==> config.mk <==
export PLATFORM = sky130hd
export DESIGN_NAME = frame_power_supervisor
export DESIGN_NICKNAME = d
export VERILOG_FILES = /design/src/rtl/fps_pkg.sv /design/src/rtl/fps_edge_det.sv /design/src/rtl/fps_rate_detect.sv /design/src/rtl/fps_frame_timer.sv /design/src/rtl/fps_miss_tracker.sv /design/src/rtl/frame_power_supervisor.sv
export SDC_FILE = /design/constraint.sdc
export NUM_CORES = 1
export LEC_CHECK = 0
export ABC_AREA = 1
export ABC_CLOCK_PERIOD_IN_PS = 2800
export BUFFER_PORTS_ARGS = -buffer_cell sky130_fd_sc_hd__buf_2
export CAP_MARGIN = 20
export CORE_MARGIN = 4
export CORE_UTILIZATION = 49
export CTS_BUF_LIST = sky130_fd_sc_hd__clkbuf_4
export DETAILED_ROUTE_END_ITERATION = 7
export GPL_TIMING_DRIVEN = 1
export PLACE_DENSITY = 0.66
export RECOVER_POWER = 100
export SLEW_MARGIN = 20
export SYNTH_ARGS = -nofsm -noshare
export SYNTH_HDL_FRONTEND = slang
export SYNTH_SLANG_ARGS = --single-unit
==> constraint.sdc <==
create_clock -name clk_i -period 2.8 [get_ports clk_i]
set_input_delay 0.42 -clock clk_i [delete_from_list [all_inputs] [get_ports clk_i]]
set_output_delay 0.42 -clock clk_i [all_outputs]
set_load 0.1 [all_outputs]
==> src/rtl/fps_pkg.sv <==
package fps_pkg;
  typedef enum logic [1:0] {
    MODE_OFF     = 2'b00,
    MODE_STANDBY = 2'b01,
    MODE_ACTIVE  = 2'b10
  } pwr_mode_e;
endpackage

==> src/rtl/fps_edge_det.sv <==
module fps_edge_det #(
  parameter int WIDTH = 5
) (
  input  logic             clk_i,
  input  logic             rst_ni,
  input  logic [WIDTH-1:0] level_i,
  output logic [WIDTH-1:0] rise_o
);
  logic [WIDTH-1:0] prev_q;

  always_ff @(posedge clk_i or negedge rst_ni) begin
    if (!rst_ni) prev_q <= '0;
    else         prev_q <= level_i;
  end

  assign rise_o = level_i & ~prev_q;
endmodule

==> src/rtl/fps_rate_detect.sv <==
module fps_rate_detect #(
  parameter int SHORT_FRAME = 256,
  parameter int LONG_FRAME  = 512,
  parameter int RATE_TOL    = 8
) (
  input  logic clk_i,
  input  logic rst_ni,
  input  logic sep_rise_i,
  output logic lock_now_o,
  output logic lock_o,
  output logic fast_o
);
  localparam int PW = $clog2(LONG_FRAME + RATE_TOL + 2) + 1;
  localparam logic [PW-1:0] S_LO = PW'(SHORT_FRAME - RATE_TOL);
  localparam logic [PW-1:0] S_HI = PW'(SHORT_FRAME + RATE_TOL);
  localparam logic [PW-1:0] L_LO = PW'(LONG_FRAME - RATE_TOL);
  localparam logic [PW-1:0] L_HI = PW'(LONG_FRAME + RATE_TOL);

  logic [PW-1:0] per_q, span;
  logic          armed_q, lock_q, fast_q;
  logic          near_short, near_long;

  assign span       = per_q + PW'(1);
  assign near_short = (span >= S_LO) && (span <= S_HI);
  assign near_long  = (span >= L_LO) && (span <= L_HI);
  assign lock_now_o = !lock_q && armed_q && sep_rise_i && (near_short || near_long);

  always_ff @(posedge clk_i or negedge rst_ni) begin
    if (!rst_ni) begin
      per_q   <= '0;
      armed_q <= 1'b0;
      lock_q  <= 1'b0;
      fast_q  <= 1'b0;
    end else if (!lock_q) begin
      if (sep_rise_i) begin
        armed_q <= 1'b1;
        per_q   <= '0;
        if (lock_now_o) begin
          lock_q <= 1'b1;
          fast_q <= near_long && !near_short;
        end
      end else if (per_q != '1) begin
        per_q <= per_q + PW'(1);
      end
    end
  end

  assign lock_o = lock_q;
  assign fast_o = fast_q;
endmodule

==> src/rtl/fps_frame_timer.sv <==
module fps_frame_timer #(
  parameter int SHORT_FRAME = 256,
  parameter int LONG_FRAME  = 512
) (
  input  logic clk_i,
  input  logic rst_ni,
  input  logic lock_i,
  input  logic lock_now_i,
  input  logic fast_i,
  output logic tick_o
);
  localparam int CW = $clog2(LONG_FRAME);
  localparam logic [CW-1:0] SHORT_LAST = CW'(SHORT_FRAME - 1);
  localparam logic [CW-1:0] LONG_LAST  = CW'(LONG_FRAME - 1);

  logic [CW-1:0] cnt_q;
  logic [CW-1:0] last;

  assign last   = fast_i ? LONG_LAST : SHORT_LAST;
  assign tick_o = lock_i && (cnt_q == last);

  always_ff @(posedge clk_i or negedge rst_ni) begin
    if (!rst_ni)         cnt_q <= '0;
    else if (lock_now_i) cnt_q <= '0;
    else if (lock_i)     cnt_q <= tick_o ? '0 : cnt_q + CW'(1);
  end
endmodule

==> src/rtl/fps_miss_tracker.sv <==
module fps_miss_tracker #(
  parameter int MISS_LIMIT = 4
) (
  input  logic clk_i,
  input  logic rst_ni,
  input  logic rise_i,
  input  logic tick_i,
  output logic alive_o
);
  localparam int MW = $clog2(MISS_LIMIT + 1);
  localparam logic [MW-1:0] LIMIT = MW'(MISS_LIMIT);

  logic [MW-1:0] miss_q;
  logic          seen_q;

  // start saturated: nothing is alive until its pulse is observed
  always_ff @(posedge clk_i or negedge rst_ni) begin
    if (!rst_ni) begin
      miss_q <= LIMIT;
      seen_q <= 1'b0;
    end else if (tick_i) begin
      seen_q <= 1'b0;
      if (rise_i || seen_q)   miss_q <= '0;
      else if (miss_q != LIMIT) miss_q <= miss_q + MW'(1);
    end else if (rise_i) begin
      seen_q <= 1'b1;
      miss_q <= '0;
    end
  end

  assign alive_o = (miss_q != LIMIT);
endmodule

==> src/rtl/frame_power_supervisor.sv <==
module frame_power_supervisor
  import fps_pkg::*;
#(
  parameter int NUM_CH      = 4,
  parameter int SHORT_FRAME = 256,
  parameter int LONG_FRAME  = 512,
  parameter int RATE_TOL    = 8,
  parameter int MISS_LIMIT  = 4
) (
  input  logic              clk_i,
  input  logic              rst_ni,
  input  logic              fsep_i,
  input  logic [NUM_CH-1:0] fsync_i,
  output logic [1:0]        mode_o,
  output logic [NUM_CH-1:0] chan_en_o,
  output logic              rate_fast_o,
  output logic              rate_lock_o
);
  localparam int NSRC = NUM_CH + 1;
  localparam int SEP  = NSRC - 1;

  logic [NSRC-1:0] pulses, rises, alive;
  logic            tick, lock_now, sep_ok;
  pwr_mode_e       mode_s;

  assign pulses = {fsep_i, fsync_i};

  fps_edge_det #(.WIDTH(NSRC)) u_edge (
    .clk_i   (clk_i),
    .rst_ni  (rst_ni),
    .level_i (pulses),
    .rise_o  (rises)
  );

  fps_rate_detect #(
    .SHORT_FRAME (SHORT_FRAME),
    .LONG_FRAME  (LONG_FRAME),
    .RATE_TOL    (RATE_TOL)
  ) u_rate (
    .clk_i      (clk_i),
    .rst_ni     (rst_ni),
    .sep_rise_i (rises[SEP]),
    .lock_now_o (lock_now),
    .lock_o     (rate_lock_o),
    .fast_o     (rate_fast_o)
  );

  fps_frame_timer #(
    .SHORT_FRAME (SHORT_FRAME),
    .LONG_FRAME  (LONG_FRAME)
  ) u_timer (
    .clk_i      (clk_i),
    .rst_ni     (rst_ni),
    .lock_i     (rate_lock_o),
    .lock_now_i (lock_now),
    .fast_i     (rate_fast_o),
    .tick_o     (tick)
  );

  for (genvar g = 0; g < NSRC; g++) begin : g_trk
    fps_miss_tracker #(.MISS_LIMIT(MISS_LIMIT)) u_trk (
      .clk_i   (clk_i),
      .rst_ni  (rst_ni),
      .rise_i  (rises[g]),
      .tick_i  (tick),
      .alive_o (alive[g])
    );
  end

  assign sep_ok    = rate_lock_o & alive[SEP];
  assign chan_en_o = {NUM_CH{sep_ok}} & alive[NUM_CH-1:0];

  always_comb begin
    if (!sep_ok)         mode_s = MODE_OFF;
    else if (|chan_en_o) mode_s = MODE_ACTIVE;
    else                 mode_s = MODE_STANDBY;
  end

  assign mode_o = mode_s;
endmodule

* Word level (Yosys, flattened, before mapping)
Cells that the tools add are included.
** Word-level totals
- RAM bits :: 0
- Latch bits :: 0
- Memory bits (read-only) :: 0
- Memories kept :: 0
- Register bits after elaboration :: 48
- Input port bits :: 7
- Word-level logic and storage cells :: 116
- Output and inout bits :: 8
** Cells by class
- Eq/ne operators :: 12
- Bitwise gates (word level) :: 5
- Div/mod/pow operators :: 0
- Reduce and logical (&&, ||, !) cells :: 31
- Shift-type cells :: 0
- Multipliers :: 0
- Muxes and demuxes :: 41
- Order comparisons :: 4
- Add/subtract/negate cells :: 7
** Operator list (number)
- 3-bit 2-to-1 mux :: 20
- 9-bit 2-to-1 mux :: 4
- 11-bit 2-to-1 mux :: 2
- 3-bit by 1-bit adder with 3-bit output (second input constant) :: 5
- 3-bit by 1-bit != test with 1-bit output (second input constant) :: 5
- 3-bit != test (second input constant) :: 5
- 2-bit AND reduction :: 7
- 2-bit nonzero test :: 7
- 1-bit 2-to-1 mux :: 13
- 11-bit by 1-bit adder with 11-bit output (second input constant) :: 1
- 11-bit by 8-bit greater-or-equal comparator with 1-bit output (second input constant) :: 1
- 11-bit by 9-bit greater-or-equal comparator with 1-bit output (second input constant) :: 1
- 11-bit by 10-bit <= comparator with 1-bit output (second input constant) :: 1
- 11-bit by 9-bit <= comparator with 1-bit output (second input constant) :: 1
- 11-bit != test (second input constant) :: 1
- 9-bit by 1-bit adder with 9-bit output (second input constant) :: 1
- 9-bit equality test :: 1
- 1-bit logical AND :: 7
- 1-bit logical OR :: 6
- 5-bit bitwise AND :: 1
- 5-bit inverter :: 1
- 4-bit bitwise AND :: 1
- 2-bit 2-to-1 mux :: 2
- 4-bit OR reduction :: 1
- other kinds (4) :: 5

* Depth between registers and ports, before layout
- Depth in word-level cells :: 8
- Gate-level depth with buffers :: 13
- Depth with buffers taken out :: 13

* By module
Synthesis repeated with hierarchy kept, for this count alone.
** Unflattened totals
- Cells, all modules :: 419
- Area total of the unflattened synthesis :: 3054.2 µm²
** By module, submodules not included
- fps_miss_tracker :: cells an instance 31, sequential area each 101.3 µm², times used 5, area each 236.5 µm²
- fps_rate_detect :: cells an instance 151, sequential area each 350.3 µm², times used 1, area each 1034.7 µm²
- fps_frame_timer :: cells an instance 84, sequential area each 225.2 µm², times used 1, area each 586.8 µm²
- fps_edge_det :: cells an instance 15, sequential area each 125.1 µm², times used 1, area each 175.2 µm²
- frame_power_supervisor :: cells an instance 14, sequential area each 0.0 µm², times used 1, area each 75.1 µm²

* Least setup slack after synthesis
Ideal clock, no wire load.
- Path kind :: reg-to-output
- From :: register u_rate.lock_q (netlist: u_rate.lock_o)
- To :: output port mode_o[0]
- Buffers on the path :: 1
- Path slack :: -1.688 ns
- Cell stages (with the launch flop) :: 5
- Data required time :: 2.380 ns
- Arrival :: 4.068 ns
- Cell sequence :: dfrtp_1 -> buf_2 -> nand2_1 -> a41oi_1 -> nor2_1
** On the way
- Cells in the longest elaborated chain, start to end :: 5
** Ends and longest elaborated chain
- start: declaration :: line fps_rate_detect.sv:20 : logic armed_q, lock_q, fast_q;
- start signal: assignment :: line fps_rate_detect.sv:32 : lock_q <= 1'b0;
- start signal: assignment :: line fps_rate_detect.sv:39 : lock_q <= 1'b1;
- 1-bit bitwise AND * :: line frame_power_supervisor.sv:70 : assign sep_ok = rate_lock_o & alive[SEP];
- 4-bit bitwise AND :: line frame_power_supervisor.sv:71 : assign chan_en_o = {NUM_CH{sep_ok}} & alive[NUM_CH-1:0];
- 4-bit OR reduction :: line frame_power_supervisor.sv:75 : else if (|chan_en_o) mode_s = MODE_ACTIVE;
- 2-bit 2-to-1 mux :: line frame_power_supervisor.sv:75
- 2-bit 2-to-1 mux * :: line frame_power_supervisor.sv:74 : if (!sep_ok) mode_s = MODE_OFF;
- end: declaration :: line frame_power_supervisor.sv:14 : output logic [1:0] mode_o,
Every way passes the cells marked *; elsewhere a longest branch is shown, timed or not.

* Worst setup path after layout
- From :: register g_trk[4].u_trk.miss_q[0]
- To :: output port mode_o[1]
** On the way
- Cells in the longest elaborated chain, start to end :: 6
** Ends and longest elaborated chain
- start: declaration :: line fps_miss_tracker.sv:13 : logic [MW-1:0] miss_q;
- start signal: assignment :: line fps_miss_tracker.sv:24 : else if (miss_q != LIMIT) miss_q <= miss_q + MW'(1);
- 3-bit != test * :: line fps_miss_tracker.sv:31 : assign alive_o = (miss_q != LIMIT);
- 1-bit bitwise AND * :: line frame_power_supervisor.sv:70
- 4-bit bitwise AND :: line frame_power_supervisor.sv:71
- 4-bit OR reduction :: line frame_power_supervisor.sv:75
- 2-bit 2-to-1 mux :: line frame_power_supervisor.sv:75
- 2-bit 2-to-1 mux * :: line frame_power_supervisor.sv:74
Marked as above.

==> flow_summary.yaml <==
run_status:
  status: "finished clean"
cells_and_area:
  diodes: 0
  utilization_pct: 55.4
  drive_gt1_share_pct: 7.30
  syn2layout_area_growth_pct: 7.51
  nNetsFinal: 389
  nFillCells: 512
  final_cells: 440
synthesis:
  postSynthNetCount: 370
  synth_compound_area_share_pct: 8.25
  yosysTopAreaCell: "dfrtp_1"
  seq_area_frac_synth_pct: 44.7
  yosys.cell_types.count: 26
  syn_avg_cell_area_um2: 7.71
  synthSimpleGateAreaFrac_pct: 29.1
  syn_area_um2: 2700
  synth_xor_area_share_pct: 4.17
  synthCells: 350
  synthMuxAreaShare_pct: 0
  synthAdderAreaFrac_pct: 6.03
  synth.most_common_cell: "nand2_1"
  netlist.area_leader.share_pct: 39.9
  synth-async-reset-ratio_pct: 100
  synth_top_family_by_area: "simple AND/OR/NAND/NOR gates"
  synth_edf_count: 0
  ys_ff_latch: 48
  yosys-top-cells-area: "dfrtp_1, nand2_1, inv_1"
  ys.flop_type: "dfrtp_1"
  ys_warn_count: 0
  yosys-top-cells-count: "nand2_1, inv_1, nor2_1"
worst_setup_path:
  rr_endpoint: "g_trk[2].u_trk.miss_q[0]"
  critPathKind: "reg -> out"
  reg2reg_depth: 8
  crit_start: "g_trk[4].u_trk.miss_q[0]"
  end_kind: "primary output"
  crit_fanout: 6
  critPathLaunchType: "flop"
  r2r_slack_ps: 480
  crit_path_end: "mode_o[1]"
  worstPathArrival_ps: 1970
  required_ps: 2380
  r2r-start: "u_rate.lock_o"
clock_tree:
  clk_latency_ps: 360
  clock-root-buffer: "clkbuf_4"
  post_cts_buffers: 0
  cts-hold-fix-buffers: 0
  cts_tree: "done"
  clockBufferDepth: 2
  cts_resized: 0
  cts.sinks: 48
  path_clk_slew_ps: 150
  h-tree-depth: 2
  cts_inserted_buffers: 5
grt:
  antenna_found_initial: 0
  grt_pass1_wl_um: 9340
  grt_pass1_vias: 2059
  grt_max_degree: 49
  groute.usage.overall_pct: 17.8
  grt_overflow_total: 0
sta:
  maxSlewHeadroom_pct: 21.1
  finalHoldViolCount: 0
  holdWs_ps: 173
  min_period_ps: 2390
  fmax_mhz: 418
  finalCritPeriodShare_pct: 85.3
  finalSetupViolCount: 0
  tns_ps: 0
  tightest_slew_ps: 1180
  fin_worst_skew_ps: 14.8
  rsz0062_at_grt: "false"
  maxSlewViolCount: 0
power_and_ir_drop:
  pwr_density_cell_nw_per_um2: 372
  ir_drop_v: 0.000237
  p_total_mw: 1.08
  total_leakage_power_nw: 1.40
route:
  drtIter0Drc: 75
  wl_met1_um: 2590
  vias_per_cell: 5.07
  detail-route-antenna-nets: 0
  top_layer: "met4"
  wire_per_inst_um: 12.2
  dr.pass1.iters: 4
  dr_total_vias: 2231
  wl_um: 5390
  wl_met2_um: 2550
  dr_wl_met3_um: 185
  drc: 0
place:
  post-place-cells: 432
  io_buffers: 14
  dpl.hpwl_um: 3870
  gp_congestion: 0.853
floorplan:
  core-area_um2: 5240
  start_util_pct: 51.5
  die_area_um2: 6760
  die_y_um: 82.2
  die_w_um: 82.2
  rows: 26
  io_pins: 15
flow_run:
  maxCapViolations: 0
worst_hold_path:
  worst_hold_path_type: "in -> reg"
-- state kept, by name, summed over array words and instances (netlist names) --
name                count
u_rate.per_q           11
u_rate.fast_o           1
u_rate.lock_o           1
u_rate.armed_q          1
g_trk.u_trk.seen_q      5
g_trk.u_trk.miss_q     15
u_edge.prev_q           5
u_timer.cnt_q           9
-- critical path: stages, from the launching register on --
cell,delay [ps]
dfrtp_1,370
inv_1,70
ha_1,190
nand2_1,70
nand2_1,180
a41oi_4,250
clkbuf_2,490
-- routing by layer --
layer,up-vias,track usage (%)
li1,1165,-
met1,1025,24.8
met2,34,27.9
met3,7,3.69
met4,0,5.15
met5,-,0
-- worst min-delay path by stage --
| stage | from | end | cells past startpoint |
|---|---|---|---|
| 2_1_floorplan | rst_ni | g_trk[0].u_trk.miss_q[0] | 0 |
| 3_3_place_gp | u_rate.armed_q | u_rate.armed_q | 2 |
| 3_5_place_dp | u_rate.armed_q | u_rate.armed_q | 2 |
| 4_1_cts | rst_ni | g_trk[0].u_trk.miss_q[1] | 2 |
| 5_1_grt | fsync_i[0] | u_edge.prev_q[0] | 1 |
| 6_report | fsync_i[0] | u_edge.prev_q[0] | 1 |
-- layout by cell type (no fill, tap or decap), types with 2 or more instances in the layout --
cell type,n
ha_1,13
nor2_2,2
o22ai_1,6
nand3_1,31
xor2_1,9
clkbuf_1,6
dfstp_2,5
dfrtp_1,43
nand3b_1,2
nor3_1,6
inv_1,51
buf_2,2
clkbuf_2,7
nand2_1,80
nand4_1,11
o21ai_0,20
a21oi_1,12
clkbuf_4,6
xnor2_1,2
nor2_1,48
-- stage by stage --
step	cell area [um^2]	worst slack [ps]
3_3_place_gp	2870	530
6_report	2900	410
5_1_grt	2900	243
2_1_floorplan	2720	-297
4_1_cts	2920	411
3_5_place_dp	2870	562
-- logic make-up (layout without fill, tap and decap cells) --
group | Yosys count | count (layout)
DFF | 48 | 48
AOI/OAI and AO/OA | 41 | 41
adders and majority gates | 13 | 13
xor gates and xnor gates | 12 | 12
and+or+nand+nor | 182 | 182
buffers and inverters | 54 | 74
-- power breakdown --
group	internal (mW)	switching, mW
registers	0.702	0.00432
logic	0.0118	0.0319
clock network	0.106	0.222
-- layout make-up --
cell class | instances | area, um^2 | area share (%)
Multi-Input combinational cell | 248 | 1290 | 44.5
Clock inverter | 2 | 11.3 | 0.388
Inverter | 51 | 191 | 6.60
Timing Repair Buffer | 15 | 67.6 | 2.33
Sequential cell | 48 | 1210 | 41.6
Tap cell | 70 | 87.6 | 3.02
Clock buffer | 6 | 45.0 | 1.55
Power figures use the tool's default switching activity.
